## config.mk

```make
export PLATFORM = sky130hd
export DESIGN_NAME = ivr_top
export DESIGN_NICKNAME = d
export VERILOG_FILES = /design/src/rtl/ivr_pkg.sv /design/src/rtl/ivr_isa_route.sv /design/src/rtl/ivr_prio_pick.sv /design/src/rtl/ivr_core.sv /design/src/rtl/ivr_top.sv
export SDC_FILE = /design/constraint.sdc
export NUM_CORES = 1
export LEC_CHECK = 0
export CORE_AREA = 2 2 111 113
export DETAILED_ROUTE_END_ITERATION = 8
export DIE_AREA = 0 0 113 115
export PLACE_DENSITY = 0.75
export SKIP_CTS_REPAIR_TIMING = 1
export SYNTH_ARGS = -nofsm -noshare
export SYNTH_HDL_FRONTEND = slang
export SYNTH_SLANG_ARGS = --single-unit
export TNS_END_PERCENT = 10
```

## constraint.sdc

```tcl
create_clock -name clk -period 2 [get_ports clk]
set_input_delay 0.6 -clock clk [delete_from_list [all_inputs] [get_ports clk]]
set_output_delay 0.6 -clock clk [all_outputs]
set_load 0.02 [all_outputs]
```

## src/rtl/ivr_pkg.sv

```systemverilog
package ivr_pkg;
    localparam int unsigned ISA_LINES = 16;
    localparam int unsigned TT_W      = 9;
    localparam logic [TT_W-1:0] TT_VECTORED = 9'h060;
    localparam int unsigned MARK_SHIFT = 6;
    localparam logic [4:0]  MARK_BITS  = 5'h1F;

    typedef struct packed {
        logic       valid;
        logic [5:0] vec;
    } isa_route_t;

    // Fixed sparse routing of ISA lines onto vector numbers
    function automatic isa_route_t isa_route(input int unsigned line);
        isa_route_t r;
        r.valid = 1'b1;
        case (line)
            1:       r.vec = 6'h29;
            4:       r.vec = 6'h2B;
            6:       r.vec = 6'h27;
            7:       r.vec = 6'h22;
            12:      r.vec = 6'h2A;
            default: begin r.valid = 1'b0; r.vec = 6'h00; end
        endcase
        return r;
    endfunction
endpackage

```

## src/rtl/ivr_isa_route.sv

```systemverilog
module ivr_isa_route
    import ivr_pkg::*;
#(
    parameter int unsigned NUM_VEC = 64
) (
    input  logic                 clk,
    input  logic                 rst_n,
    input  logic [ISA_LINES-1:0] isa_i,
    output logic [NUM_VEC-1:0]   vec_o
);
    logic [NUM_VEC-1:0] part [ISA_LINES];

    for (genvar g = 0; g < ISA_LINES; g++) begin : g_line
        localparam isa_route_t RT = isa_route(g);
        if (RT.valid && (int'(RT.vec) < NUM_VEC)) begin : g_routed
            always_comb begin
                part[g] = '0;
                part[g][RT.vec] = isa_i[g];
            end
        end else begin : g_dropped
            assign part[g] = '0;
        end
    end

    always_comb begin
        vec_o = '0;
        for (int i = 0; i < ISA_LINES; i++) vec_o = vec_o | part[i];
    end

    AST_ISA_LINE1_ROUTED: assert property (@(posedge clk) disable iff (!rst_n)
        isa_i[1] |-> vec_o[6'h29]);
    AST_ISA_LINE12_ROUTED: assert property (@(posedge clk) disable iff (!rst_n)
        isa_i[12] |-> vec_o[6'h2A]);
endmodule

```

## src/rtl/ivr_prio_pick.sv

```systemverilog
module ivr_prio_pick #(
    parameter int unsigned N  = 64,
    localparam int unsigned IW = (N > 1) ? $clog2(N) : 1
) (
    input  logic          clk,
    input  logic          rst_n,
    input  logic [N-1:0]  lines_i,
    output logic          valid_o,
    output logic [IW-1:0] idx_o
);
    always_comb begin
        valid_o = |lines_i;
        idx_o   = '0;
        for (int i = N - 1; i >= 0; i--) begin
            if (lines_i[i]) idx_o = IW'(i);
        end
    end

    logic [N-1:0] below_mask;
    always_comb begin
        below_mask = '0;
        for (int i = 0; i < N; i++) below_mask[i] = (IW'(i) < idx_o);
    end

    AST_PICK_LOWEST: assert property (@(posedge clk) disable iff (!rst_n)
        valid_o |-> (lines_i[idx_o] && ((lines_i & below_mask) == '0)));
endmodule

```

## src/rtl/ivr_core.sv

```systemverilog
module ivr_core
    import ivr_pkg::*;
#(
    parameter int unsigned NUM_VEC = 64,
    parameter int unsigned DATA_W  = 64,
    localparam int unsigned IW = $clog2(NUM_VEC)
) (
    input  logic               clk,
    input  logic               rst_n,
    input  logic [NUM_VEC-1:0] lines_i,
    input  logic               pick_valid_i,
    input  logic [IW-1:0]      pick_idx_i,
    output logic               busy_o,
    output logic               req_o,
    output logic [TT_W-1:0]    tt_o,
    output logic [DATA_W-1:0]  data0_o,
    output logic [DATA_W-1:0]  data1_o,
    output logic [DATA_W-1:0]  data2_o
);
    typedef struct packed {
        logic              busy;
        logic              req;
        logic [IW-1:0]     held;
        logic [TT_W-1:0]   tt;
        logic [DATA_W-1:0] d0;
        logic [DATA_W-1:0] d1;
        logic [DATA_W-1:0] d2;
    } state_t;

    state_t st_d, st_q;

    always_comb begin
        st_d = st_q;
        if (!st_q.busy) begin
            if (pick_valid_i) begin
                st_d.busy = 1'b1;
                st_d.req  = 1'b1;
                st_d.held = pick_idx_i;
                st_d.tt   = TT_VECTORED;
                st_d.d0   = DATA_W'({MARK_BITS, 6'(pick_idx_i)});
                st_d.d1   = '0;
                st_d.d2   = '0;
            end
        end else if (!lines_i[st_q.held]) begin
            st_d.busy = 1'b0;
            st_d.req  = 1'b0;
            st_d.tt   = '0;
        end
    end

    always_ff @(posedge clk or negedge rst_n) begin
        if (!rst_n) st_q <= '0;
        else        st_q <= st_d;
    end

    assign busy_o  = st_q.busy;
    assign req_o   = st_q.req;
    assign tt_o    = st_q.tt;
    assign data0_o = st_q.d0;
    assign data1_o = st_q.d1;
    assign data2_o = st_q.d2;

    AST_ACCEPT_RAISES: assert property (@(posedge clk) disable iff (!rst_n)
        (!st_q.busy && (|lines_i)) |=> (st_q.busy && st_q.req && st_q.tt == TT_VECTORED));
    AST_DATA_FORMAT: assert property (@(posedge clk) disable iff (!rst_n)
        $rose(st_q.busy) |-> (st_q.d0[MARK_SHIFT+4:MARK_SHIFT] == MARK_BITS
                              && st_q.d1 == '0 && st_q.d2 == '0));
    AST_HOLD_WHILE_BUSY: assert property (@(posedge clk) disable iff (!rst_n)
        (st_q.busy && lines_i[st_q.held]) |=> (st_q.busy && $stable(st_q.d0)
                                               && $stable(st_q.held)));
    AST_RELEASE_DROPS: assert property (@(posedge clk) disable iff (!rst_n)
        (st_q.busy && !lines_i[st_q.held]) |=> (!st_q.busy && !st_q.req
                                                && $stable(st_q.d0)));
endmodule

```

## src/rtl/ivr_top.sv

```systemverilog
module ivr_top
    import ivr_pkg::*;
#(
    parameter int unsigned NUM_VEC = 64,
    parameter int unsigned DATA_W  = 64,
    localparam int unsigned IW = $clog2(NUM_VEC)
) (
    input  logic                 clk,
    input  logic                 rst_n,
    input  logic [NUM_VEC-1:0]   vec_lines_i,
    input  logic [ISA_LINES-1:0] isa_lines_i,
    output logic                 busy_o,
    output logic                 req_o,
    output logic [TT_W-1:0]      trap_type_o,
    output logic [DATA_W-1:0]    data0_o,
    output logic [DATA_W-1:0]    data1_o,
    output logic [DATA_W-1:0]    data2_o
);
    logic [NUM_VEC-1:0] isa_vec;
    logic [NUM_VEC-1:0] eff_lines;
    logic               pick_valid;
    logic [IW-1:0]      pick_idx;

    ivr_isa_route #(.NUM_VEC(NUM_VEC)) u_route (
        .clk(clk), .rst_n(rst_n), .isa_i(isa_lines_i), .vec_o(isa_vec)
    );

    assign eff_lines = vec_lines_i | isa_vec;

    ivr_prio_pick #(.N(NUM_VEC)) u_pick (
        .clk(clk), .rst_n(rst_n), .lines_i(eff_lines),
        .valid_o(pick_valid), .idx_o(pick_idx)
    );

    ivr_core #(.NUM_VEC(NUM_VEC), .DATA_W(DATA_W)) u_core (
        .clk(clk), .rst_n(rst_n), .lines_i(eff_lines),
        .pick_valid_i(pick_valid), .pick_idx_i(pick_idx),
        .busy_o(busy_o), .req_o(req_o), .tt_o(trap_type_o),
        .data0_o(data0_o), .data1_o(data1_o), .data2_o(data2_o)
    );
endmodule

```

# Word-level counts from Yosys, hierarchy flattened
# Cells that the tools add are included.
[totals] ff_bits=24 inputBits=82 elab_cells=88
[classes] n_lt_le_gt_ge=1 n_eq_ne=1 muxes=71 bitwise_logic=6 n_reduce_logical=4
[ops] cell="6-bit two-way mux" count=64
[ops] cell="209-bit two-way mux" count=1
[ops] cell="64-bit by 35-bit bitwise OR with 64-bit output" count=1
[ops] cell="64-bit by 40-bit bitwise OR with 64-bit output" count=1
[ops] cell="64-bit by 43-bit bitwise OR with 64-bit output" count=1
[ops] cell="64-bit bitwise OR" count=1
[ops] cell="64-bit OR reduction" count=1
[ops] cell="42-bit by 44-bit bitwise OR with 44-bit output" count=1
[ops] cell="9-bit two-way mux" count=2
[ops] cell="6-bit by 7-bit less-than comparator with 1-bit output (second input constant)" count=1
[ops] cell="1-bit binary-select mux with 6-bit select" count=1
[ops] cell="2-bit two-way mux" count=2
[ops] cell="2-bit AND reduction" count=2
[ops] cell="2-bit != test (second input constant)" count=1
[ops] cell="2-bit nonzero test" count=1
[ops] cell="1-bit two-way mux" count=1
[ops] cell="1-bit inverter" count=1

# Logic depth before layout (Yosys ltp)
[depth] depth_word=71 ltp_mapped=8 ltp_nobuf=6

# Cells and area by module
# A second synthesis with hierarchy kept.
[hier_totals] hier_cells=545 area_unflattened_um2=4185.3
[modules_own_cells] mod="ivr_core" n_inst=1 cells_each=271 area_each_um2=2413.6 seq_area_each_um2=225.2
[modules_own_cells] mod="ivr_prio_pick" n_inst=1 cells_each=145 area_each_um2=887.1 seq_area_each_um2=0.0
[modules_own_cells] mod="ivr_isa_route" n_inst=1 cells_each=65 area_each_um2=484.2 seq_area_each_um2=0.0
[modules_own_cells] mod="ivr_top" n_inst=1 cells_each=64 area_each_um2=400.4 seq_area_each_um2=0.0

# Worst setup path before layout
# OpenSTA, ideal clock, no wires.
[synth_path] kind="input-to-reg" start="in vec_lines_i[25]" end="reg u_core.st_q[204] (netlist bit)" setup_ns=0.125 arrival_time_ns=2.229 t_required_ns=1.875 path_slack_ns=-0.354 path_stages=5 path_cell_list="or4_4 -> or4_4 -> nor2_4 -> a21oi_4 -> mux2_4"
[synth_via] elab_chain_len=27
[synth_rtl] item="start: declaration" line="ivr_top.sv:10" text="input logic [NUM_VEC-1:0] vec_lines_i,"
[synth_rtl] item="64-bit bitwise OR (*)" line="ivr_top.sv:28" text="assign eff_lines = vec_lines_i | isa_vec;"
[synth_rtl] item="6-bit two-way mux (26 in series)" line="ivr_prio_pick.sv:15" text="if (lines_i[i]) idx_o = IW'(i);"
[synth_rtl] item="end signal: assignment" line="ivr_core.sv:53" text="else st_q <= st_d;"
[synth_rtl] item="end: declaration" line="ivr_core.sv:30" text="state_t st_d, st_q;"
# Every way passes the cells marked *; elsewhere a longest branch is shown, timed or not.
# A chain may end at the register's enable or synchronous reset.

# Worst setup path after layout
[layout_path] start="in vec_lines_i[31]" end="reg u_core.st_q[204] (netlist bit)"
[layout_via] elab_chain_len=33
[layout_rtl] item="64-bit bitwise OR (*)" line="ivr_top.sv:28"
[layout_rtl] item="6-bit two-way mux (32 in series)" line="ivr_prio_pick.sv:15"
# Marks and branches as above.

==> results.py <==
metrics = {
    "routing": {
        "drt-pass1-iter-count": 6,
        "vias_per_cell": 4.198,
        "wl_um": 9873,
        "antenna_left": 0,
        "vias": 3182,
        "wl_per_cell_um": 13.03,
        "drc": 30,
        "drt-initial-drc-count": 173,
    },
    "clock_network": {
        "cts.path.max_buffers": 2,
        "numCtsBuffers": 3,
        "clkTransAtPathRegs_ns": 0.04,
        "cts_tree": "yes",
        "insertion_delay_ns": 0.23,
        "cts_max_level": 1,
        "clock-sinks": 9,
        "root_buffer": "clkbuf_16",
    },
    "power_and_ir_drop": {
        "p_total_w": 0.002668,
        "powerDensity_mw_per_mm2": 575.6,
        "p_leak_nw": 2.538,
        "clkPwrFrac_pct": 13.4,
        "vdd_drop_max_v": 0.0002918,
        "p_sw_w": 0.001253,
        "p_int_w": 0.001415,
        "p_seq_share_pct": 13.9,
        "swShare_pct": 46.97,
        "share_comb_of_total_power_pct": 72.7,
    },
    "global_route": {
        "overflow": 0,
        "grt_usage_pct": 13.64,
        "grt_pass1_wl_um": 14120,
        "grt_max_degree": 13,
        "grt_pass1_vias": 2839,
        "antenna_found_initial": 1,
    },
    "critical_path": {
        "critPathBufInv": 1,
        "cp_slowest_cell": "or4_4",
        "cp_common_cell": "or4_4",
        "worst-endpoint-required_ns": 2.12,
        "critPathMaxStageDelay_ns": 0.59,
        "crit_cells": 6,
        "crit_family": "simple AND/OR/NAND/NOR gates",
        "critPathCaptureType": "register",
        "worst-setup-path-type": "primary input to register",
        "crit_path_max_fanout": 7,
        "cp_cell_sequence": "buf_6 > or4_4 > or4_4 > nor2_4 > a21oi_4 > mux2_4",
        "startpoint_type": "primary input",
        "arrival_ns": 2.37,
        "r2r.worst_path.cells": 6,
    },
    "synth": {
        "synth_top_area_share_pct": 44.87,
        "yosys_warnings": 0,
        "synth-seq-cells": 9,
        "yosysSeqAreaShare_pct": 6.939,
        "yosys.area.top_type": "buf_4",
        "syn_inst": 424,
        "syn_area_mm2": 0.003246,
        "synthTopCellsByArea": "buf_4 (45%), mux4_2 (7.6%), dfrtp_1 (6.9%), mux2i_1 (5.9%), nor2_1 (3.7%)",
        "synth_edf_count": 0,
        "synth_cell_type_count": 51,
        "ys.flop_type": "dfrtp_1",
        "async_flop_share_pct": 100.0,
        "avgSynthCellArea_um2": 7.655,
    },
    "final_layout": {
        "drive_gt1_share_pct": 27.47,
        "mostFrequentLayoutCells": "conb_1 (188), buf_4 (108), dlymetal6s2s_1 (43), clkdlybuf4s50_1 (35), nor2_1 (31)",
        "syn_to_final_growth_pct": 42.79,
        "nFillCells": 1205,
        "nNetsFinal": 691,
        "final_common_cell": "conb_1",
    },
    "floorplanning": {
        "start_util_pct": 27.48,
        "fp.dieArea_mm2": 0.01300,
        "num_rows": 40,
        "chipWidth_um": 113,
        "io_pins": 285,
        "dieHeight_um": 115,
        "core_mm2": 0.01181,
    },
    "timing": {
        "maxSlewViolCount": 0,
        "finalWorstSetupSlack_ns": -0.2555,
        "fin_crit_ns": 2.255,
        "period_share_pct": 112.8,
        "fmax_mhz": 443.4,
        "clock_skew_ns": 0.001498,
        "hold_violations": 0,
        "setup_violations": 9,
        "rsz0062_at_grt": "true",
    },
    "place": {
        "place_congestion": 0.9024,
        "dp_hpwl_um": 8552,
        "io_buffers": 85,
        "dp_worst_setup_slack_ns": -0.8181,
    },
    "min_path": {
        "hp-class": "register to register",
        "min_path_cells": 1,
    },
    "outcome": {
        "failed_checks": "DRC, setup timing",
        "status": "finished with violations",
    },
    "run": {
        "drv_cap": 0,
    },
}
per-stage QoR:
step,hold slack [ns],cells,utilization [%],setup TNS [ns],cell area [um^2]
after floorplan,0.3044,611,-,-1.973,3948
after global placement,0.5479,749,36.39,-6.506,4298
after detailed placement,0.5882,749,36.39,-6.708,4298
after CTS,0.5959,753,37.06,-5.201,4377
after global routing,0.6224,756,39.19,-2.012,4629
final,0.5836,758,39.24,-1.520,4634
worst register-to-register path: cells and delay by family (launching register included):
kind | cells | cell delay [ns]
AO/OA/AOI/OAI | 3 | 0.46
flip-flops | 1 | 0.46
multiplexers | 2 | 1.04
AND/OR/NAND/NOR | 1 | 0.12
per-layer routing:
metal,share of wire [%],GRT usage (%),vias up
li1,-,-,1498
met1,38,16.89,1492
met2,51,24.95,178
met3,8.8,2.003,14
met4,1.7,3.333,0
met5,0,0,-
registers in the layout (all words and copies together), names as in the netlist:
| signal | cells |
|---|---|
| u_core.tt_o | 1 |
| u_core.st_q | 5 |
| u_core.busy_o | 1 |
| u_core.data0_o | 2 |
cells by family (layout without fill, tap and decap cells):
logic type             Yosys count  count (layout)  synth area share [%]
buffers and inverters          214             211                 47.34
AND/OR/NAND/NOR                106             106                 17.54
AO/OA/AOI/OAI                   63              63                 14.11
multiplexers                    31              31                 13.96
flip-flops                       9               9                 6.939
other                            1             191                0.1155
cell type report:
cell class,count,area (um^2),share of cell area [%]
Inverter,13,48.80,1.053
Timing Repair Buffer,194,1752,37.80
Sequential cell,9,229.0,4.941
Multi-Input combinational cell,388,2335,50.38
Tap cell,147,183.9,3.969
Clock buffer,4,78.83,1.701
Antenna cell,3,7.507,0.1620
Yosys cell counts (2+ instances only):
master     count
or3_1          2
or4_1          4
or4_4          3
buf_1          2
inv_1         12
o22a_1         2
nand4_1        2
o21ai_0        6
nor3_1        11
nor4b_1        2
o2111ai_1      3
a31oi_1        4
a21oi_1       12
a41oi_1        2
a21o_1         2
dfrtp_1        9
buf_2          4
nand3_1        7
nand2_1        9
or2_2          3
o211ai_1       6
a211oi_1       3
o31ai_1        5
o311ai_0       3
nor4_1        19
nand2b_1       5
nor2_1        32
mux2i_1       19
nor2b_1        3
mux4_2        11
o22ai_1        2
buf_4        194
o21bai_1       3
worst paths after layout:
check,end,slack [ns],from
worst max-delay path,u_core.st_q[204],-0.26,vec_lines_i[31]
worst min-delay path,u_core.data0_o[5],0.58,u_core.data0_o[5]
worst max register to register,u_core.busy_o,-0.19,u_core.st_q[201]
worst min register to register,u_core.data0_o[5],0.58,u_core.data0_o[5]
max in group asynchronous,u_core.st_q[201],0.99,rst_n
min in group asynchronous,u_core.data0_o[6],0.68,rst_n
power by group through the flow:
stage / sequential, W / combinational, W / clock (W)
2_1_floorplan: 0.000373 / 0.00140 / 0
3_3_place_gp: 0.000370 / 0.00185 / 0
3_5_place_dp: 0.000374 / 0.00188 / 0
4_1_cts: 0.000371 / 0.00189 / 0.000358
5_1_grt: 0.000387 / 0.00206 / 0.000370
6_report: 0.000372 / 0.00194 / 0.000357
Power figures use the tool's default switching activity.
